## src/rtl/pin_bank_pkg.sv

```systemverilog
package pin_bank_pkg;

  // Byte offsets decoded on the register bus
  localparam int OFS_IN   = 'h00;
  localparam int OFS_OUT  = 'h04;
  localparam int OFS_DIR  = 'h08;
  localparam int OFS_EDGE = 'h0C;
  localparam int OFS_MASK = 'h10;
  localparam int OFS_STAT = 'h14;
  localparam int OFS_OWN  = 'h18;

  typedef enum logic [2:0] {
    SEL_NONE,
    SEL_IN,
    SEL_OUT,
    SEL_DIR,
    SEL_EDGE,
    SEL_MASK,
    SEL_STAT,
    SEL_OWN
  } rdSel_e;

  // Strobes from the control decoder to the datapath
  typedef struct packed {
    logic   wrOut;
    logic   wrDir;
    logic   wrEdge;
    logic   wrMask;
    logic   wrClr;
    logic   wrOwn;
    rdSel_e rdSel;
  } strobe_t;

endpackage

```

## src/rtl/pin_bank_ctrl.sv

```systemverilog
module pin_bank_ctrl
  import pin_bank_pkg::*;
#(
  parameter int ADDR_W = 5
) (
  input  logic [ADDR_W-1:0] regAddr,
  input  logic              regWe,
  output strobe_t           strb
);

  localparam logic [ADDR_W-1:0] A_IN   = ADDR_W'(OFS_IN);
  localparam logic [ADDR_W-1:0] A_OUT  = ADDR_W'(OFS_OUT);
  localparam logic [ADDR_W-1:0] A_DIR  = ADDR_W'(OFS_DIR);
  localparam logic [ADDR_W-1:0] A_EDGE = ADDR_W'(OFS_EDGE);
  localparam logic [ADDR_W-1:0] A_MASK = ADDR_W'(OFS_MASK);
  localparam logic [ADDR_W-1:0] A_STAT = ADDR_W'(OFS_STAT);
  localparam logic [ADDR_W-1:0] A_OWN  = ADDR_W'(OFS_OWN);

  always_comb begin
    strb        = '0;
    strb.rdSel  = SEL_NONE;
    unique case (regAddr)
      A_IN:   strb.rdSel = SEL_IN;
      A_OUT:  begin strb.rdSel = SEL_OUT;  strb.wrOut  = regWe; end
      A_DIR:  begin strb.rdSel = SEL_DIR;  strb.wrDir  = regWe; end
      A_EDGE: begin strb.rdSel = SEL_EDGE; strb.wrEdge = regWe; end
      A_MASK: begin strb.rdSel = SEL_MASK; strb.wrMask = regWe; end
      A_STAT: begin strb.rdSel = SEL_STAT; strb.wrClr  = regWe; end
      A_OWN:  begin strb.rdSel = SEL_OWN;  strb.wrOwn  = regWe; end
      default: strb.rdSel = SEL_NONE;
    endcase
  end

endmodule

```

## src/rtl/pin_bank_datapath.sv

```systemverilog
module pin_bank_datapath
  import pin_bank_pkg::*;
#(
  parameter int PINS        = 16,
  parameter int SYNC_STAGES = 2
) (
  input  logic            clk,
  input  logic            rstN,
  input  strobe_t         strb,
  input  logic [PINS-1:0] wdata,
  input  logic [PINS-1:0] padIn,
  output logic [PINS-1:0] rdata,
  output logic [PINS-1:0] padOut,
  output logic [PINS-1:0] padOe,
  output logic            irqOut,
  output logic [PINS-1:0] dirQ,
  output logic [PINS-1:0] maskQ,
  output logic [PINS-1:0] statusQ,
  output logic [PINS-1:0] ownQ
);

  localparam int LAST = SYNC_STAGES - 1;

  logic [PINS-1:0] outQ;
  logic [PINS-1:0] edgeQ;
  logic [PINS-1:0] syncQ [SYNC_STAGES];
  logic [PINS-1:0] prevQ;
  logic [PINS-1:0] edgeHit;
  logic [PINS-1:0] clrBits;

  // Input synchronizer plus one sample of history for edge detection
  always_ff @(posedge clk or negedge rstN) begin
    if (!rstN) begin
      for (int s = 0; s < SYNC_STAGES; s++) syncQ[s] <= '0;
      prevQ <= '0;
    end else begin
      syncQ[0] <= padIn;
      for (int s = 1; s < SYNC_STAGES; s++) syncQ[s] <= syncQ[s-1];
      prevQ <= syncQ[LAST];
    end
  end

  // One detector per pin; polarity bit picks which transition counts
  for (genvar g = 0; g < PINS; g++) begin : gEdge
    logic rise;
    logic fall;
    assign rise       = syncQ[LAST][g] & ~prevQ[g];
    assign fall       = ~syncQ[LAST][g] & prevQ[g];
    assign edgeHit[g] = edgeQ[g] ? rise : fall;
  end

  assign clrBits = strb.wrClr ? wdata : '0;

  // Configuration registers
  always_ff @(posedge clk or negedge rstN) begin
    if (!rstN) begin
      outQ  <= '0;
      dirQ  <= '1;
      edgeQ <= '0;
      maskQ <= '1;
      ownQ  <= '0;
    end else begin
      if (strb.wrOut)  outQ  <= wdata;
      if (strb.wrDir)  dirQ  <= wdata;
      if (strb.wrEdge) edgeQ <= wdata;
      if (strb.wrMask) maskQ <= wdata;
      if (strb.wrOwn)  ownQ  <= wdata;
    end
  end

  // Sticky status: a fresh edge overrides a same-cycle clear
  always_ff @(posedge clk or negedge rstN) begin
    if (!rstN) statusQ <= '0;
    else       statusQ <= (statusQ & ~clrBits) | edgeHit;
  end

  assign irqOut = |(statusQ & ~maskQ);
  assign padOut = outQ;
  assign padOe  = ownQ & ~dirQ;

  always_comb begin
    unique case (strb.rdSel)
      SEL_IN:   rdata = syncQ[LAST];
      SEL_OUT:  rdata = outQ;
      SEL_DIR:  rdata = dirQ;
      SEL_EDGE: rdata = edgeQ;
      SEL_MASK: rdata = maskQ;
      SEL_STAT: rdata = statusQ;
      SEL_OWN:  rdata = ownQ;
      default:  rdata = '0;
    endcase
  end

endmodule

```

## src/rtl/legacy_pin_bank.sv

```systemverilog
module legacy_pin_bank
  import pin_bank_pkg::*;
#(
  parameter int PINS   = 16,
  parameter int ADDR_W = 5,
  parameter int DATA_W = 32
) (
  input  logic              clk,
  input  logic              rstN,
  input  logic [ADDR_W-1:0] regAddr,
  input  logic              regWe,
  input  logic [DATA_W-1:0] regWdata,
  output logic [DATA_W-1:0] regRdata,
  input  logic [PINS-1:0]   padIn,
  output logic [PINS-1:0]   padOut,
  output logic [PINS-1:0]   padOe,
  output logic              irqOut
);

  strobe_t         strb;
  logic [PINS-1:0] rdLow;
  logic [PINS-1:0] dirQ;
  logic [PINS-1:0] maskQ;
  logic [PINS-1:0] statusQ;
  logic [PINS-1:0] ownQ;
  logic            unusedWdataHi;

  assign unusedWdataHi = ^regWdata[DATA_W-1:PINS];

  pin_bank_ctrl #(.ADDR_W(ADDR_W)) uCtrl (
    .regAddr (regAddr),
    .regWe   (regWe),
    .strb    (strb)
  );

  pin_bank_datapath #(.PINS(PINS), .SYNC_STAGES(2)) uData (
    .clk     (clk),
    .rstN    (rstN),
    .strb    (strb),
    .wdata   (regWdata[PINS-1:0]),
    .padIn   (padIn),
    .rdata   (rdLow),
    .padOut  (padOut),
    .padOe   (padOe),
    .irqOut  (irqOut),
    .dirQ    (dirQ),
    .maskQ   (maskQ),
    .statusQ (statusQ),
    .ownQ    (ownQ)
  );

  assign regRdata = DATA_W'(rdLow);

endmodule

```

## config.mk

```make
export PLATFORM = sky130hd
export DESIGN_NAME = legacy_pin_bank
export DESIGN_NICKNAME = d
export VERILOG_FILES = /design/src/rtl/pin_bank_pkg.sv /design/src/rtl/pin_bank_ctrl.sv /design/src/rtl/pin_bank_datapath.sv /design/src/rtl/legacy_pin_bank.sv
export SDC_FILE = /design/constraint.sdc
export NUM_CORES = 1
export LEC_CHECK = 0
export ABC_AREA = 1
export BUFFER_PORTS_ARGS = -buffer_cell sky130_fd_sc_hd__buf_2
export CELL_PAD_IN_SITES_DETAIL_PLACEMENT = 0
export CELL_PAD_IN_SITES_GLOBAL_PLACEMENT = 2
export CORE_AREA = 2 2 146 148
export CTS_BUF_LIST = sky130_fd_sc_hd__clkbuf_4
export DETAILED_ROUTE_END_ITERATION = 8
export DIE_AREA = 0 0 148 150
export GPL_TIMING_DRIVEN = 0
export PLACE_DENSITY = 0.82
export SLEW_MARGIN = 20
export SYNTH_ARGS = -nofsm -noshare
export SYNTH_HDL_FRONTEND = slang
export SYNTH_SLANG_ARGS = --single-unit
```

## constraint.sdc

```tcl
create_clock -name clk -period 1.5 [get_ports clk]
set_input_delay 0.075 -clock clk [delete_from_list [all_inputs] [get_ports clk]]
set_output_delay 0.075 -clock clk [all_outputs]
set_load 0.05 [all_outputs]
```

==> results of run 1 <==
[sequential cells by signal (all words and copies together), names as in the netlist]
signal         cells
uData.padOut      16
uData.statusQ     16
uData.edgeQ       16
uData.prevQ       16
uData.ownQ        16
uData.dirQ        16
uData.maskQ       16
uData.syncQ       32
[worst register-to-register path: stages, from the launching register on]
cell and delay (ps):
dfstp_2 570, buf_6 100, buf_4 90, nand2_1 40
o21ai_0 90
[per-stage QoR]
step | hold slack, ps | power (mW) | setup TNS [ps] | setup slack [ps]
global placement | 182 | 7.02 | -269170 | -1860
finish | 37.4 | 9.99 | -4850 | -525
global route | 56.1 | 10.5 | -6650 | -601
detailed placement | 21.7 | 7.06 | -30350 | -581
CTS | 0.668 | 9.83 | -5100 | -506
floorplan | -221 | 6.34 | 0 | 166
[power groups by stage]
stage / sequential [mW] / clock, mW / combinational (mW)
global placement: 4.94 / 0 / 2.08
CTS: 4.88 / 2.54 / 2.41
finish: 4.91 / 2.47 / 2.62
floorplan: 5.12 / 0 / 1.23
global route: 4.98 / 2.72 / 2.84
detailed placement: 4.95 / 0 / 2.11
[cell usage in the layout (no fill, tap or decap), types with 24 or more instances in the layout]
cell | netlist | routed
nor2_1 | 84 | 68
dfstp_2 | 32 | 32
buf_4 | 17 | 24
nand4_1 | 102 | 102
buf_2 | 11 | 67
o21ai_1 | 44 | 48
o21ai_0 | 58 | 52
dfrtp_1 | 112 | 112
inv_1 | 79 | 74
dlygate4sd3_1 | 0 | 45
nand2_1 | 234 | 229
buf_6 | 0 | 35
[how the worst max path moves through the flow]
stage / end / slack [ps] / depth (start not counted)
6_report: irqOut / -520 / 6
5_1_grt: irqOut / -600 / 6
4_1_cts: irqOut / -510 / 6
3_5_place_dp: regRdata[11] / -580 / 9
3_3_place_gp: uData.syncQ[31] / -1860 / 1
2_1_floorplan: regRdata[11] / 170 / 7
[layout make-up]
class | count | area (µm²) | share of cell area [%]
clock buffer | 17 | 128 | 1.45
clock inverter | 15 | 138 | 1.57
antenna | 1 | 2.50 | 0.0285
inverter | 84 | 320 | 3.65
timing repair buffer | 148 | 1290 | 14.7
multi-input combinational | 546 | 2570 | 29.3
buffer | 63 | 339 | 3.86
sequential | 144 | 3640 | 41.5
tap | 275 | 344 | 3.92
[cell families (layout without fill, tap and decap cells)]
group / Yosys count / count (layout) / synth area share (%)
other: 1 / 17 / 0.0561
and+or+nand+nor: 427 / 427 / 28.3
buffers and inverters: 147 / 327 / 9.42
AOI/OAI and AO/OA: 103 / 103 / 7.72
DFF: 144 / 144 / 54.6
[per-layer routing]
metal / GRT usage [%] / vias up / part of all wire (%)
met4: 9.57 / 0 / 3.2
met5: 0 / - / 0
met2: 36.5 / 244 / 46
met1: 31.1 / 2988 / 44
met3: 5.27 / 68 / 6.8
li1: - / 3024 / -
[repair_timing]
action,CTS,global route
hold endpoints to repair,234,0
hold buffers,45,0
gates cloned,0,0
setup buffers,4,12
setup endpoints to repair,33,33
pin swaps,23,20
resized for setup,96,51
==> metrics, run 1 <==
status=complete, but fails checks; failing checks=negative setup slack; achievable frequency=approximately 0.5 GHz; clk_skew=between 15 and 20 ps; Hold Crit Depth=5; clock-pin slew on the worst setup and hold paths=about 140 ps; GRT Util Overall=a little under a quarter; Worst slew margin=36.9%; Synth Instances=822; Fillers=between 2,000 and 2,500; worst skew pair latency=a little under 600 ps; #FFs+latches synth=between 100 and 150; peak supply drop=~0.44 mV; Comb pwr share=between 20% and 30%; H-tree Lvls=4; worst setup margin=-525 ps; CTS root buf=clkbuf_4; CP peak stage delay=~560 ps; first-pass GRT wire length=around 37 mm; pins over their slew limit=0; Cell Rows=53; Inserted Clock Buffers=17; area growth from synthesis to layout=31.5%; Synth area leader=dfrtp_1; routed len/inst=roughly 19 µm; GPL Wtd Cong=0.843; R2R cell count=4; share of flip-flops with an asynchronous set or reset=100%; sequential share of the synthesized area=54.6%; kind of critical path=reg2out; drt via density=about 4.9; largest net degree at the start of global routing=93; critical path launch point=uData.maskQ[2]; Synth Flop Type=dfrtp_1; layout cells sized above 1=between 20% and 30%; NetSw=roughly 3.9 mW; Cell Pwr Density=~1100 nW/µm²; Detailed Place HPWL=between 15 and 20 mm; initial antenna violation count=1; Critical Path AT=just under 2000 ps; Commonest cells post-synth=nand2_1 (234), dfrtp_1 (112), nand4_1 (102); placed instance area=between 7000 and 8000 µm²; CP max FO=2; top cell type's share of synthesized area=a little over two fifths; Worst EP required=roughly 1400 ps; Reg-to-Reg End=uData.dirQ[10]; internal power=approximately 6 mW; Synth area leaders=dfrtp_1 (42%), nand2_1 (13%), dfstp_2 (13%); Hold Path Sink=uData.ownQ[0]; synthesized area per cell=approximately 8 µm²; final critical-path required period=between 2000 and 2500 ps; Final setup viols=21; final net count=1,060; final core occ=a little over two fifths; slowest CP cell=dfstp_2; leak pwr=roughly 4.3 nW; CP Launch Type=register; Final Hold Violating Endpoints=0; Sw Share=slightly below 40%; buffers added on ports=slightly below 90; WL final=about 25 mm; Critical R2R Launch=uData.dirQ[10]; crit share post-route=135%; Die ar.=roughly 22,000 µm²; clock sinks=144; CP bufs+invs=2; clk buf depth=2; DRC viols=0; min-delay src=regAddr[2]; Synth Warn #=0; distinct cell type count after synthesis=20; 1st-iter DRT viols=a little over 500; worst hold path class=in2reg; RSZ-0062 raised after global routing=true; Placed Instances=1,200; critical path's top delay family=flip-flops; DR vias=roughly 6,300; reg2reg setup slack=around 530 ps; Clk network pwr share=24.7%; Initial Util=approximately a third; io pins=121; die width=roughly 150 µm; floorplan core area=20,700 µm²; sequential cell fraction of total power=slightly below 50%; number of synthesized flops with an enable pin=0; top-count cell post-synth=nand2_1; total gr overflow=0; crit end category=output pin; design area=8780 µm²; Pre-antenna DRT Iters=6; Die Y=150 µm; cells along the critical path=inv_2 -> nand2_2 -> o21ai_2 -> a21oi_2 -> nand4_1 -> buf_6; Finished Layout Cells=about 1,300; mapped cell area=6680 µm²; CTS tree=done; vias in the first global route=roughly 6,100; Slew @ Worst Pin=around 950 ps; MaxCap Viol Count=0; post-route ant nets=0
(Power assumes the default switching activity.)
==> run 2: changes to the inputs <==
Settings changed: CORE_AREA 2 2 146 148 to 4 4 148 150, DIE_AREA 0 0 148 150 to 0 0 152 154.
Clock period 1.5 ns to 2.4 ns, I/O delays scaled along.
==> run 2 against run 1 <==
Effect of this change: the flow now finishes without violations; via count is 0.96% lower; power is 36% lower; flip-flop and latch count stayed put.
==> metrics, run 2 (synthesis gave the netlist of run 1 again) <==
pins over their slew limit=0 (unchanged); Final Hold Violating Endpoints=0 (unchanged); most frequent cells in the layout=nand2_1 (234), dfrtp_1 (112), nand4_1 (102) (was nand2_1 (229), dfrtp_1 (112), nand4_1 (102)); CP peak stage delay=720 ps (was 560 ps); Final Power=6.42 mW (was 9.99 mW); clock sinks=144 (unchanged); drt via density=4.91 (was 4.89); io pins=121 (unchanged); Detailed Place HPWL=16.3 mm (was 15.9 mm); CTS root buf=clkbuf_4 (unchanged); status=complete, no violations (was complete, but fails checks); DRC viols=0 (unchanged); final net count=1,041 (was 1,060); floorplan core area=20,700 µm² (unchanged); CP Launch Type=primary input (was register); crit end category=output pin (unchanged); achievable frequency=between 0.4 and 0.5 GHz; total gr overflow=0 (unchanged); final critical-path required period=~2200 ps; Die Y=154 µm (was 150 µm); vias in the first global route=6,085 (was 6,109); H-tree Lvls=4 (unchanged); crit share post-route=92.4%; clk buf depth=2 (unchanged); Worst EP required=2280 ps (was 1420 ps); worst slack, placed=269 ps (was -581 ps); layout cells sized above 1=18.9% (was 24.5%); Critical R2R Launch=uData.syncQ[5] (was uData.dirQ[10]); postcts setup bufs=0 (was 4); routed len/inst=19.5 µm (was 19.4 µm); kind of critical path=in2out (was reg2out); most common cell after layout, fill and taps aside=nand2_1 (unchanged); clock-pin slew on the worst setup and hold paths=130 ps (was 140 ps); Cell Rows=53 (unchanged); CP bufs+invs=3 (was 2); GPL Wtd Cong=0.858 (was 0.843); critical path's top delay family=buffers and inverters (was flip-flops); final core occ=40.3% (was 42.5%); slowest CP cell=clkbuf_1 (was dfstp_2); TNS Setup=0 ps (was -4850 ps); buffers added on ports=87 (unchanged); worst hold path class=in2async (was in2reg); post-route ant nets=0 (unchanged); worst skew pair latency=560 ps (was 590 ps); Pre-antenna DRT Iters=5 (was 6); Critical Path AT=2100 ps (was 1950 ps); Reg area=3640 µm² (unchanged); max reg flops=32 (unchanged); Final setup viols=0 (was 21); Inserted Clock Buffers=17 (unchanged); cells along the critical path=buf_2 -> nor2_1 -> clkbuf_1 -> nand4_1 -> nand2_1 -> nor2_1 -> nand2_1 -> buf_2 (was inv_2 -> nand2_2 -> o21ai_2 -> a21oi_2 -> nand4_1 -> buf_6); reg2reg setup slack=1540 ps (was 530 ps); MaxCap Viol Count=0 (unchanged); DR vias=6,263 (was 6,324); worst setup margin=182 ps (was -525 ps); largest net degree at the start of global routing=77 (was 93); area of the multi-input gates=2460 µm² (was 2570 µm²); 1st-iter DRT viols=506 (was 511); area growth from synthesis to layout=24.9% (was 31.5%); CP max FO=10 (was 2); Die ar.=23,400 µm² (was 22,200 µm²); leak pwr=4.15 nW (was 4.29 nW); Reg-to-Reg End=uData.statusQ[5] (was uData.dirQ[10]); Cell Pwr Density=770 nW/µm² (was 1140 nW/µm²); initial antenna violation count=1 (unchanged); die width=152 µm (was 148 µm); WL final=24.9 mm (was 25.1 mm); Slew @ Worst Pin=910 ps (was 946 ps); Worst slew margin=39.3% (was 36.9%); clk_skew=12.0 ps (was 15.1 ps); first-pass GRT wire length=37.7 mm (was 37.4 mm); largest reg by FF count=uData.syncQ (unchanged); CTS tree=done (unchanged); Fillers=2,213 (was 2,148); Initial Util=32.3% (unchanged); peak supply drop=0.314 mV (was 0.439 mV); RSZ-0062 raised after global routing=false (was true); R2R cell count=4 (unchanged); GRT Util Overall=21.4% (was 23.2%)
## run 2: cell types whose count changed in the layout (fill, tap and decap cells not counted), moves of 6 or more
| cell | change |
|---|---|
| buf_6 | -35 |
| buf_2 | +30 |
| nor2_1 | +16 |
| nor2_2 | -10 |
| clkbuf_1 | +9 |
| clkbuf_2 | -8 |
| inv_6 | -8 |
| buf_4 | -7 |
| buf_8 | -6 |
| bufinv_16 | +6 |
| nor2_4 | -6 |
| o21ai_0 | +6 |
## run 2: through the flow
stage,cell area [µm²],instances,hold WS [ps]
after CTS,8340,1273,50.6
after global routing,8340,1275,68.8
after global placement,7510,1199,227
final,8340,1276,78.8
after detailed placement,7550,1200,129
after floorplan,6740,837,-176
## run 2: area by class of cell
class	count	share of cell area, %
antenna	3	0.0900
inverter	84	3.78
timing repair buffer	129	10.6
buffer	63	3.76
clock inverter	14	2.85
multi-input combinational	546	29.5
clock buffer	18	1.62
tap	275	4.12
sequential	144	43.7
## run 2: worst max-delay path by stage
| stage | from | end | slack, ps | cells after the start |
|---|---|---|---|---|
| after floorplan | regAddr[1] | regRdata[11] | 980 | 7 |
| after global placement | rstN | uData.syncQ[29] | -1010 | 1 |
| after detailed placement | regAddr[3] | regRdata[11] | 270 | 8 |
| after CTS | uData.maskQ[2] | irqOut | 250 | 6 |
| after global routing | regAddr[3] | regRdata[8] | 140 | 8 |
| final | regAddr[3] | regRdata[8] | 180 | 8 |
## run 2: report_power, final
part           leakage, nW  switching [mW]  internal (mW)
registers             1.66           0.253           2.80
clock network        0.185           0.960           1.05
logic                 2.30           0.994          0.369
total                 4.15            2.21           4.21
## run 2: metal layers
layer | GRT usage [%] | vias up | routed length (µm)
li1 | - | 2989 | -
met3 | 5.18 | 31 | 1680
met4 | 5.69 | 0 | 460
met2 | 34.4 | 237 | 11600
met1 | 29.2 | 3006 | 11100
met5 | 0 | - | 0
## run 2: what timing repair did
action | 4_1_cts | 5_1_grt
hold buffers | 41 | 0
endpoints found under the hold margin | 233 | 0
gates resized for setup | 0 | 0
setup endpoints to repair | 0 | 0
==> run 3: changes to the inputs <==
Settings changed: ABC_AREA 1 to not set, CORE_AREA 4 4 148 150 to 2 2 144 146, DIE_AREA 0 0 152 154 to 0 0 146 148, PLACE_DENSITY 0.82 to 0.73.
==> run 3 against run 2 <==
Effect of this change: combinational power increased by 10%; via count decreased by 28%; sequential share of layout area increased by 2.0 points; die area decreased by 7.7%; global-route usage decreased by 4.5 points; wire length decreased by 29%; clock-buffer cell count increased by 2; setup slack got worse by 41 ps; cell count decreased by 27%; first-iteration DRC count decreased by 50%.
==> metrics, run 3 <==
routed len/inst=18.9 µm (was 19.5 µm); design area=7980 µm² (was 8340 µm²); Cell Rows=52 (was 53); Synth area leaders=dfrtp_1 (43%), mux2_2 (13%), dfstp_2 (13%) (was dfrtp_1 (42%), nand2_1 (13%), dfstp_2 (13%)); floorplan core area=20,000 µm² (was 20,700 µm²); Die ar.=21,600 µm² (was 23,400 µm²); cells along the critical path=nor2b_1 -> a2111oi_1 -> nand4_1 -> buf_2 (was buf_2 -> nor2_1 -> clkbuf_1 -> nand4_1 -> nand2_1 -> nor2_1 -> nand2_1 -> buf_2); leak pwr=3.50 nW (was 4.15 nW); GPL Wtd Cong=0.830 (was 0.858); pins over their slew limit=0 (unchanged); Die Y=148 µm (was 154 µm); Cell Pwr Density=761 nW/µm² (was 770 nW/µm²); Critical Path AT=2140 ps (was 2100 ps); MaxCap Viol Count=0 (unchanged); crit share post-route=94.1% (was 92.4%); worst skew pair latency=560 ps (about the same); TNS Setup=0 ps (unchanged); largest reg by FF count=uData.syncQ (unchanged); clk_skew=13.7 ps (was 12.0 ps); clock sinks=144 (unchanged); initial antenna violation count=1 (unchanged); CTS tree=done (unchanged); 1st-iter DRT viols=254 (was 506); CP Launch Type=register (was primary input); vias in the first global route=4,714 (was 6,085); RSZ-0062 raised after global routing=false (unchanged); clock-pin slew on the worst setup and hold paths=110 ps (was 130 ps); kind of critical path=reg2out (was in2out); Initial Util=32.4% (was 32.3%); Synth Warn #=0 (unchanged); Commonest cells post-synth=dfrtp_1 (112), mux2_2 (76), nor2_1 (43) (was nand2_1 (234), dfrtp_1 (112), nand4_1 (102)); Final Hold Slack=109 ps (was 78.8 ps); share of flip-flops with an asynchronous set or reset=100% (unchanged); status=complete, no violations (unchanged); DRC viols=0 (unchanged); Final Hold Violating Endpoints=0 (unchanged); Finished Layout Cells=931 (was 1,276); most common cell after layout, fill and taps aside=dfrtp_1 (was nand2_1); top-count cell post-synth=dfrtp_1 (was nand2_1); top cell type's share of synthesized area=43.2% (was 42.0%); Worst EP required=2280 ps (about the same); Slew @ Worst Pin=864 ps (was 910 ps); most frequent cells in the layout=dfrtp_1 (112), buf_2 (94), mux2_2 (76) (was nand2_1 (234), dfrtp_1 (112), nand4_1 (102)); layout cells sized above 1=43.3% (was 18.9%); crit end category=output pin (unchanged); Detailed Place HPWL=12.0 mm (was 16.3 mm); buffers added on ports=86 (was 87); Pre-antenna DRT Iters=4 (was 5); slowest CP cell=dfstp_2 (was clkbuf_1); area growth from synthesis to layout=23.1% (was 24.9%); number of synthesized flops with an enable pin=0 (unchanged); reg2reg setup slack=1440 ps (was 1540 ps); WL final=17.6 mm (was 24.9 mm); CP max FO=3 (was 10); Placed Instances=865 (was 1,200); GRT Util Overall=16.9% (was 21.4%); Synth Instances=493 (was 822); H-tree Lvls=4 (unchanged); drt via density=4.81 (was 4.91); worst setup margin=141 ps (was 182 ps); CP peak stage delay=560 ps (was 720 ps); Critical R2R Launch=uData.syncQ[15] (was uData.syncQ[5]); Inserted Clock Buffers=17 (unchanged); worst slack, placed=24.2 ps (was 269 ps); final net count=703 (was 1,041); distinct cell type count after synthesis=38 (was 20); Synth area leader=dfrtp_1 (unchanged); achievable frequency=0.443 GHz (was 0.451 GHz); Reg-to-Reg End=uData.statusQ[15] (was uData.statusQ[5]); max reg flops=32 (unchanged); #FFs+latches synth=144 (unchanged); Synth Flop Type=dfrtp_1 (unchanged); final critical-path required period=2260 ps (was 2220 ps); clk buf depth=2 (unchanged); sequential share of the synthesized area=56.2% (was 54.6%); synthesized area per cell=13.2 µm² (was 8.13 µm²); worst hold path class=in2async (unchanged); post-route ant nets=0 (unchanged); DR vias=4,482 (was 6,263); placed instance area=7350 µm² (was 7550 µm²); R2R cell count=3 (was 4); Worst slew margin=42.2% (was 39.3%); first-pass GRT wire length=27.4 mm (was 37.7 mm); peak supply drop=0.450 mV (was 0.314 mV); die width=146 µm (was 152 µm); CTS root buf=clkbuf_4 (unchanged); total gr overflow=0 (unchanged); Final setup viols=0 (unchanged); largest net degree at the start of global routing=75 (was 77); postcts setup bufs=0 (unchanged); mapped cell area=6490 µm² (was 6680 µm²); io pins=121 (unchanged)
## run 3: cell types whose count changed in the layout (fill, tap and decap cells not counted), moves of 10 or more
cell / delta
nand3_1: +21
o21ai_0: -48
a221o_1: +16
mux2i_1: +16
o21ai_1: -44
mux4_2: +10
nor2b_1: +40
mux2_4: +10
nand4_1: -101
nand2_1: -217
nor2_1: -41
clkbuf_1: -23
mux2_2: +76
inv_1: -75
## run 3: kinds of logic after synthesis
group | count (synthesis) | synth area share (%)
muxes | 112 | 21.5
other | 1 | 0.0578
buffers and inverters | 43 | 4.13
and+or+nand+nor | 134 | 10.9
AOI/OAI and AO/OA | 59 | 7.33
DFF | 144 | 56.2
## run 3: cell type report
class                           count  area [µm²]
Antenna cell                        1        2.50
Buffer                             39         258
Clock buffer                       20         150
Clock inverter                     12         119
Fill cell                        1977       12100
Inverter                            4        15.0
Multi-Input combinational cell    321        2660
Sequential cell                   144        3640
Tap cell                          270         338
Timing Repair Buffer              120         798
## run 3: worst max path at each step
stage	start	endpoint	slack, ps	cells after the start
final	uData.maskQ[8]	irqOut	140	4
after CTS	uData.maskQ[3]	irqOut	20	4
after floorplan	uData.padOut[11]	regRdata[11]	130	3
after detailed placement	regAddr[4]	regRdata[9]	20	7
after global routing	uData.maskQ[8]	irqOut	70	4
after global placement	rstN	uData.syncQ[22]	-860	1
## run 3: power by group
part / switching (mW) / total (mW) / internal (mW) / leakage, nW
clock network: 0.878 / 1.52 / 0.638 / 0.144
logic: 0.923 / 1.50 / 0.576 / 1.71
registers: 0.247 / 3.06 / 2.82 / 1.65
## run 3: timing repair
item | in CTS | in global routing
setup endpoints to repair | 1 | 12
hold buffers | 33 | 0
gates resized for setup | 4 | 9
endpoints found under the hold margin | 203 | 0
## run 3: layer usage
metal | part of all wire [%] | track usage [%] | vias to the layer above
li1 | - | - | 2059
met1 | 48 | 23.5 | 2276
met2 | 46 | 26.9 | 127
met3 | 4.7 | 3.92 | 20
met4 | 1.6 | 4.32 | 0
met5 | 0 | 0 | -
## run 3: worst max-delay path, delay by kind of cell, from the launching register on
kind | cells | cell delay [ps]
flops | 1 | 560
compound gates | 1 | 520
simple gates | 2 | 260
buf+inv | 1 | 260
## run 3: stage by stage
step                      total power, mW  utilization (%)
after global routing                 6.41             39.8
final                                6.08             39.8
after floorplan                      4.12                -
after detailed placement             4.56             36.7
after global placement               4.51             36.5
after CTS                            6.14             39.7
